<file path="src/rtl/ckrec_pkg.sv">
package ckrec_pkg;

    localparam int DATA_W = 32;
    localparam int CODE_W = 39;
    localparam int HPOS   = 38;

    typedef enum logic [3:0] {
        S_IDLE, S_FREEZE, S_DRAIN, S_ARST, S_AWAIT,
        S_SCRUB, S_VERIFY, S_RESTART, S_WATCH, S_STOP
    } ckrec_state_e;

    typedef struct packed {
        logic [DATA_W-1:0] data;
        logic              ce;
        logic              ue;
    } ckrec_dec_t;

    function automatic logic is_pow2(input int p);
        return (p & (p - 1)) == 0;
    endfunction

    function automatic logic [CODE_W-1:0] secded_enc(input logic [DATA_W-1:0] d);
        logic [CODE_W-1:0] c;
        int k;
        c = '0;
        k = 0;
        for (int p = 1; p <= HPOS; p++) begin
            if (!is_pow2(p)) begin
                c[p-1] = d[k];
                k++;
            end
        end
        for (int b = 0; b < 6; b++) begin
            logic x;
            x = 1'b0;
            for (int p = 1; p <= HPOS; p++) begin
                if (((p >> b) & 1) == 1) x = x ^ c[p-1];
            end
            c[(1 << b) - 1] = x;
        end
        c[CODE_W-1] = ^c[CODE_W-2:0];
        return c;
    endfunction

    function automatic ckrec_dec_t secded_dec(input logic [CODE_W-1:0] cw);
        ckrec_dec_t r;
        logic [CODE_W-1:0] c;
        logic [5:0] s;
        logic par;
        int k;
        c   = cw;
        s   = '0;
        par = ^cw;
        for (int p = 1; p <= HPOS; p++) begin
            if (cw[p-1]) s = s ^ 6'(p);
        end
        r.ue = (!par && s != 6'd0) || (par && int'(s) > HPOS);
        r.ce = par && !r.ue;
        if (par && s != 6'd0 && int'(s) <= HPOS) c[int'(s)-1] = ~c[int'(s)-1];
        r.data = '0;
        k = 0;
        for (int p = 1; p <= HPOS; p++) begin
            if (!is_pow2(p)) begin
                r.data[k] = c[p-1];
                k++;
            end
        end
        return r;
    endfunction

endpackage

</file>
<file path="src/rtl/ckrec_trigger.sv">
module ckrec_trigger
    import ckrec_pkg::*;
(
    input  logic              dup_valid,
    input  logic [DATA_W-1:0] dup_res_a,
    input  logic [DATA_W-1:0] dup_res_b,
    input  logic              err_det,
    output logic              err_now
);
    logic mismatch;

    always_comb begin
        mismatch = dup_valid && (dup_res_a != dup_res_b);
        err_now  = mismatch || err_det;
    end
endmodule

</file>
<file path="src/rtl/ckrec_step_timer.sv">
module ckrec_step_timer #(
    parameter int TIMEOUT = 1024
) (
    input  logic clk,
    input  logic rst,
    input  logic run,
    output logic expired
);
    localparam int TW = (TIMEOUT > 1) ? $clog2(TIMEOUT + 1) : 1;

    logic [TW-1:0] cnt;

    assign expired = run && (cnt == TW'(TIMEOUT - 1));

    always_ff @(posedge clk) begin
        if (rst || !run) begin
            cnt <= '0;
        end else if (!expired) begin
            cnt <= cnt + 1'b1;
        end
    end
endmodule

</file>
<file path="src/rtl/ckrec_walker.sv">
module ckrec_walker #(
    parameter int NREG = 16,
    parameter int AW   = 4
) (
    input  logic          clk,
    input  logic          rst,
    input  logic          clr,
    input  logic          adv,
    output logic [AW-1:0] idx,
    output logic          last
);
    assign last = (idx == AW'(NREG - 1));

    always_ff @(posedge clk) begin
        if (rst || clr) begin
            idx <= '0;
        end else if (adv) begin
            idx <= last ? '0 : idx + 1'b1;
        end
    end
endmodule

</file>
<file path="src/rtl/ckrec_scrub_path.sv">
module ckrec_scrub_path
    import ckrec_pkg::*;
(
    input  logic [CODE_W-1:0] rd_code,
    output ckrec_dec_t        dec,
    output logic [CODE_W-1:0] fixed_code
);
    always_comb begin
        dec        = secded_dec(rd_code);
        fixed_code = secded_enc(dec.data);
    end
endmodule

</file>
<file path="src/rtl/ckpt_recovery_seq.sv">
module ckpt_recovery_seq
    import ckrec_pkg::*;
#(
    parameter int NREG    = 16,
    parameter int TIMEOUT = 1024,
    localparam int AW     = (NREG > 1) ? $clog2(NREG) : 1
) (
    input  logic              clk,
    input  logic              rst,
    input  logic              dup_valid,
    input  logic [DATA_W-1:0] dup_res_a,
    input  logic [DATA_W-1:0] dup_res_b,
    input  logic              err_det,
    input  logic              instr_done,
    output logic              ckpt_freeze,
    output logic              busy,
    output logic              drain_req,
    input  logic              drain_done,
    output logic              arr_reset,
    input  logic              arr_done,
    output logic [AW-1:0]     rf_addr,
    input  logic [CODE_W-1:0] rf_rdata,
    output logic              rf_we,
    output logic [CODE_W-1:0] rf_wdata,
    output logic              sh_we,
    output logic [AW-1:0]     sh_addr,
    output logic [DATA_W-1:0] sh_wdata,
    output logic              restart_irq,
    output logic              log_irq,
    output logic              check_stop
);

    ckrec_state_e st, nxt;
    logic         err_now;
    logic         expired;
    logic         walk_clr, walk_adv, walk_last;
    logic [AW-1:0] walk_idx;
    ckrec_dec_t   dec;
    logic [CODE_W-1:0] fixed_code;
    logic         in_scrub, in_verify, bad_word;

    ckrec_trigger u_trig (
        .dup_valid (dup_valid),
        .dup_res_a (dup_res_a),
        .dup_res_b (dup_res_b),
        .err_det   (err_det),
        .err_now   (err_now)
    );

    ckrec_step_timer #(.TIMEOUT(TIMEOUT)) u_tmr (
        .clk     (clk),
        .rst     (rst),
        .run     ((st == S_DRAIN) || (st == S_AWAIT)),
        .expired (expired)
    );

    ckrec_walker #(.NREG(NREG), .AW(AW)) u_walk (
        .clk  (clk),
        .rst  (rst),
        .clr  (walk_clr),
        .adv  (walk_adv),
        .idx  (walk_idx),
        .last (walk_last)
    );

    ckrec_scrub_path u_path (
        .rd_code    (rf_rdata),
        .dec        (dec),
        .fixed_code (fixed_code)
    );

    always_comb begin
        in_scrub  = (st == S_SCRUB);
        in_verify = (st == S_VERIFY);
        bad_word  = dec.ce || dec.ue;
        walk_clr  = !(in_scrub || in_verify);
        walk_adv  = (in_scrub && !dec.ue) || (in_verify && !bad_word);
    end

    always_comb begin
        nxt = st;
        case (st)
            S_IDLE:    if (err_now) nxt = S_FREEZE;
            S_FREEZE:  nxt = S_DRAIN;
            S_DRAIN:   if (drain_done) nxt = S_ARST;
                       else if (expired) nxt = S_STOP;
            S_ARST:    nxt = S_AWAIT;
            S_AWAIT:   if (arr_done) nxt = S_SCRUB;
                       else if (expired) nxt = S_STOP;
            S_SCRUB:   if (dec.ue) nxt = S_STOP;
                       else if (walk_last) nxt = S_VERIFY;
            S_VERIFY:  if (bad_word) nxt = S_STOP;
                       else if (walk_last) nxt = S_RESTART;
            S_RESTART: nxt = err_now ? S_STOP : S_WATCH;
            S_WATCH:   if (err_now) nxt = S_STOP;
                       else if (instr_done) nxt = S_IDLE;
            S_STOP:    nxt = S_STOP;
            default:   nxt = S_STOP;
        endcase
    end

    always_ff @(posedge clk) begin
        if (rst) st <= S_IDLE;
        else     st <= nxt;
    end

    always_comb begin
        ckpt_freeze = (st == S_FREEZE) || (st == S_DRAIN) || (st == S_ARST) ||
                      (st == S_AWAIT) || in_scrub || in_verify || (st == S_STOP);
        busy        = (st != S_IDLE) && (st != S_STOP);
        drain_req   = (st == S_DRAIN);
        arr_reset   = (st == S_ARST);
        rf_addr     = walk_idx;
        rf_we       = in_scrub && !dec.ue;
        rf_wdata    = fixed_code;
        sh_we       = rf_we;
        sh_addr     = walk_idx;
        sh_wdata    = dec.data;
        restart_irq = (st == S_RESTART);
        log_irq     = (st == S_RESTART);
        check_stop  = (st == S_STOP);
    end

endmodule

</file>
<file path="config.mk">
export PLATFORM = sky130hd
export DESIGN_NAME = ckpt_recovery_seq
export DESIGN_NICKNAME = d
export VERILOG_FILES = /design/src/rtl/ckrec_pkg.sv /design/src/rtl/ckrec_trigger.sv /design/src/rtl/ckrec_step_timer.sv /design/src/rtl/ckrec_walker.sv /design/src/rtl/ckrec_scrub_path.sv /design/src/rtl/ckpt_recovery_seq.sv
export SDC_FILE = /design/constraint.sdc
export NUM_CORES = 1
export LEC_CHECK = 0
export ABC_AREA = 1
export BUFFER_PORTS_ARGS = -buffer_cell sky130_fd_sc_hd__buf_2
export CORE_ASPECT_RATIO = 0.7
export CORE_MARGIN = 10
export CORE_UTILIZATION = 55
export CTS_CLUSTER_DIAMETER = 30
export DETAILED_ROUTE_END_ITERATION = 8
export PLACE_DENSITY = 0.84
export SYNTH_ARGS = -nofsm -noshare
export SYNTH_HDL_FRONTEND = slang
export SYNTH_SLANG_ARGS = --single-unit
export TNS_END_PERCENT = 50
</file>
<file path="constraint.sdc">
create_clock -name clk -period 8.25 [get_ports clk]
set_input_delay 1.65 -clock clk [delete_from_list [all_inputs] [get_ports clk]]
set_output_delay 1.65 -clock clk [all_outputs]
set_load 0.1 [all_outputs]
</file>
==> parameters.txt <==
Parameter                              Value

Synthesis
  Cell type contributing the most total cell area after synthesis    nand2_1
  Count of cell types in the netlist    53
  Share of cell area taken by muxes after synthesis    2.08%
  Largest cells by area after synthesis    nand2_1 34%, inv_1 8.6%, nand3_1 7.1%
  Synth Cell Area    6660 um2
  Share of the synthesized area in compound gates (AO/OA/AOI/OAI)    8.68%
  Area fraction in and, or, nand and nor cells after synthesis    55.9%
  Net count after synthesis    1,421
  Number of synthesized register bits    19
  Adder-cell area share of the yosys netlist    less than 1%
  Total of warnings raised by yosys    0
  Average instance area after synthesis    5.10 um2
  Number of standard cells after synthesis    roughly 1,300
  XOR/XNOR share of the synthesized area    around a tenth
  Main combinational cell family by area after synthesis    simple AND/OR/NAND/NOR gates
  Part of the Yosys area used for sequential elements    5.71%
  Area fraction of the dominant cell type after synthesis    33.7%

Routing
  Count of vias placed by the detailed router    9,069
  WL per Instance    15.9 um
  Remaining routing DRC violations    0
  DRT Pass-1 Iters    6
  Final wirelength    26,900 um
  Antenna Nets Post-Route    0
  Iteration-0 DRC Markers    between 700 and 800
  Drt via density    5.36

Run status
  Outcome    completed

STA
  Max Slew Vio Count    0
  Largest clock skew in the final design    0.00281 ns
  Worst-case setup margin in the final layout    ~0.032 ns
  Count of endpoints failing hold in the final timing report    0
  Relative slew margins    55.8%
  Hold slack final    roughly 0.48 ns
  Slew at the pin closest to its max-slew limit    approximately 0.66 ns
  Final worst path period share    between 90% and 100%
  Shortest period the worst path allows    8.22 ns
  Final setup violation count    0
  Achievable frequency    122 MHz

Power
  Leak    5.18 nW
  Worst IR drop on VDD    a little over 400 uV
  Power per unit of standard cell area    ~320 nW/um2

Clock network
  Clock tree from TritonCTS    done
  Total CTS buffers    3
  H-tree depth    1
  Worst-skew pair later-pin latency    0.25 ns
  Clock sink count    19
  Hold buffers post-CTS    0
  Clock-pin slew on the worst setup and hold paths    0.05 ns
  Maximum clock insertion buffer count    2
  Clock Tree Root    clkbuf_16

Place
  HPWL after detailed placement    about 22,000 um
  Post-place instance area    approximately 8300 um2
  Cells after DPL    1,643
  Count of port buffers added during placement    197
  Pre-CTS WS    0.108 ns
  Routability cong.    roughly 1.0

Setup path
  Sort of element at the start of the critical path    input port
  Critical setup path kind    in2out
  Worst Path Required    between 6 and 7 ns
  Max stage delay on crit path    0.22 ns
  Cell family with the largest share of critical-path delay    simple AND/OR/NAND/NOR gates
  Cell mode on critical path    nand2_1
  Crit path capture type    primary output
  CP max FO    7
  Data arrival, critical path    between 6 and 7 ns
  Highest-delay cell along the critical path    a21oi_4
  Total buffers and inverters traversed by the critical path    9

Die
  Area of the core    11,800 um2
  Overall die height    ~110 um
  DIE AREA    around 17,000 um2
  Top-level I/O count    198
  Die X-Extent    152 um
  Starting density of the core    56.6%
  Row count    33

Global route
  Met1 Track Usage GR    around 38%
  Maximum number of pins on one net before global-route repair    25
  Vias in the first global route    between 7,000 and 8,000
  Most Crowded Layer GR    met2
  Number of antenna violations at the first check in global routing    0
  Global Route met2 Usage    42.8%
  Wire length of the first global-routing pass    39,100 um
  Overall global routing resource usage    27.4%
  Met3 usage in global routing    7.30%
  Leftover overflow at the end of global routing    0

Min path
  Path category of the worst min-delay check    reg2reg

Cells and area
  Layout Area Growth over Synthesis    37.9%
  Antenna diode count    0
  Layout Cell Area excl Fill    9190 um2
  Share of the core filled with cells    78.1%
  Count of nets after finishing    between 1,500 and 2,000
  Number of cells in the finished layout apart from fillers    ~1,700
  Fillers    989
  Proportion of layout cells with a drive suffix above 1    between 30 and 40%

Run
  Reported max-cap violation count    0
==> cells in the mapped netlist (all sizes together) <==
library cell and number:
a2111oi 1, a211oi 2, a21boi 2, a21o 2, a21oi 33, a221oi 1
a41oi 1, and3 1, buf 54, clkbuf 2, dfxtp 19, ha 5
inv 173, mux2i 9, nand2 629, nand2b 1, nand3 101, nand3b 6
nand4 20, nor2 85, nor3 9, nor4 5, o2111ai 5, o211ai 1
o21ai 37, o21bai 4, o221ai 1, o22ai 1, o311a 1, o41ai 1
or2 14, or3 1, xnor2 49, xor2 30
==> sequential cells by signal, indices dropped and copies added, names as in the netlist <==
name / cells
u_tmr.cnt: 11
st: 4
u_walk.idx: 4
==> where the power goes <==
part	internal (W)	leakage, nW	switching, W
combinational	0.000877	4.99	0.00190
clock	0.0000649	0.0409	0.0000332
sequential	0.0000987	0.154	0.0000105
==> repair_timing <==
action / CTS / global route
setup endpoints to repair: 0 / 1
buffers inserted: 0 / 43
gates resized for setup: 0 / 143
==> worst reg2reg max path, cell delays in order (launching register included) <==
cell and delay, ns:
dfxtp_1 0.36, ha_1 0.18, nand2_1 0.08, nor3_1 0.31
inv_1 0.11, nor4_1 0.52, nand2_1 0.39, nand4_1 0.23
nor2_1 0.07, nand3_1 0.11, nor2_1 0.07, a21oi_1 0.11
o21ai_0 0.09, inv_1 0.05
==> metrics by stage <==
stage	total power (W)	TNS [ns]
after global routing	0.00314	-0.228
after detailed placement	0.00246	0
after floorplan	0.00195	-0.0484
after global placement	0.00243	0
final	0.00298	0
after CTS	0.00257	0
==> placed cells by master (no fill, tap or decap), types with 3 or more instances in the layout <==
cell type	instances
a21oi_1	23
a21oi_4	9
buf_12	10
buf_2	179
buf_4	80
buf_6	6
clkbuf_16	6
clkbuf_4	4
clkinvlp_4	6
dfxtp_1	19
ha_1	3
inv_1	138
inv_2	23
inv_4	6
mux2i_4	9
nand2_1	534
nand2_2	73
nand2_4	18
nand2_8	4
nand3_1	66
nand3_2	28
nand3_4	7
nand3b_1	6
nand4_1	20
nor2_1	67
nor2_2	12
nor2_4	6
nor3_1	7
nor4_1	5
o2111ai_1	5
o21ai_0	19
o21ai_1	13
o21ai_2	3
o21bai_1	3
or2_1	4
or2_2	10
xnor2_1	46
xnor2_2	3
xor2_1	28
==> cells by family (layout without fill, tap and decap cells) <==
family	Yosys count	count (layout)
compound gates	93	93
xor+xnor	79	79
fa+ha+maj	5	5
buf+inv	229	459
flops	19	19
mux	9	9
simple gates	872	872
==> worst paths after layout <==
| check | startpoint | endpoint | slack, ns | cells past startpoint |
|---|---|---|---|---|
| hold reg to reg | u_tmr.cnt[3] | u_tmr.cnt[3] | 0.48 | 2 |
| setup / recovery | rf_rdata[22] | rf_wdata[38] | 0.03 | 49 |
| setup reg to reg | u_tmr.cnt[0] | u_tmr.cnt[9] | 5.52 | 13 |
| hold / removal | u_tmr.cnt[3] | u_tmr.cnt[3] | 0.48 | 2 |
==> area by class of cell <==
type / count / area, um2 / share of cell area, %
multi-input cells: 1058 / 5970 / 65.0
flip-flops and latches: 19 / 380 / 4.14
repair buffers: 282 / 1870 / 20.3
clock inverters: 1 / 5.00 / 0.0545
clock buffers: 3 / 75.1 / 0.817
well taps: 157 / 196 / 2.14
inverters: 173 / 687 / 7.48
==> metal layers <==
layer / share of wire, % / wire, um / vias to the layer above
li1: - / - / 4491
met1: 42 / 11400 / 4042
met2: 43 / 11700 / 492
met3: 13 / 3420 / 44
met4: 1.5 / 410 / 0
met5: 0 / 0 / -
(Power assumes the default switching activity.)
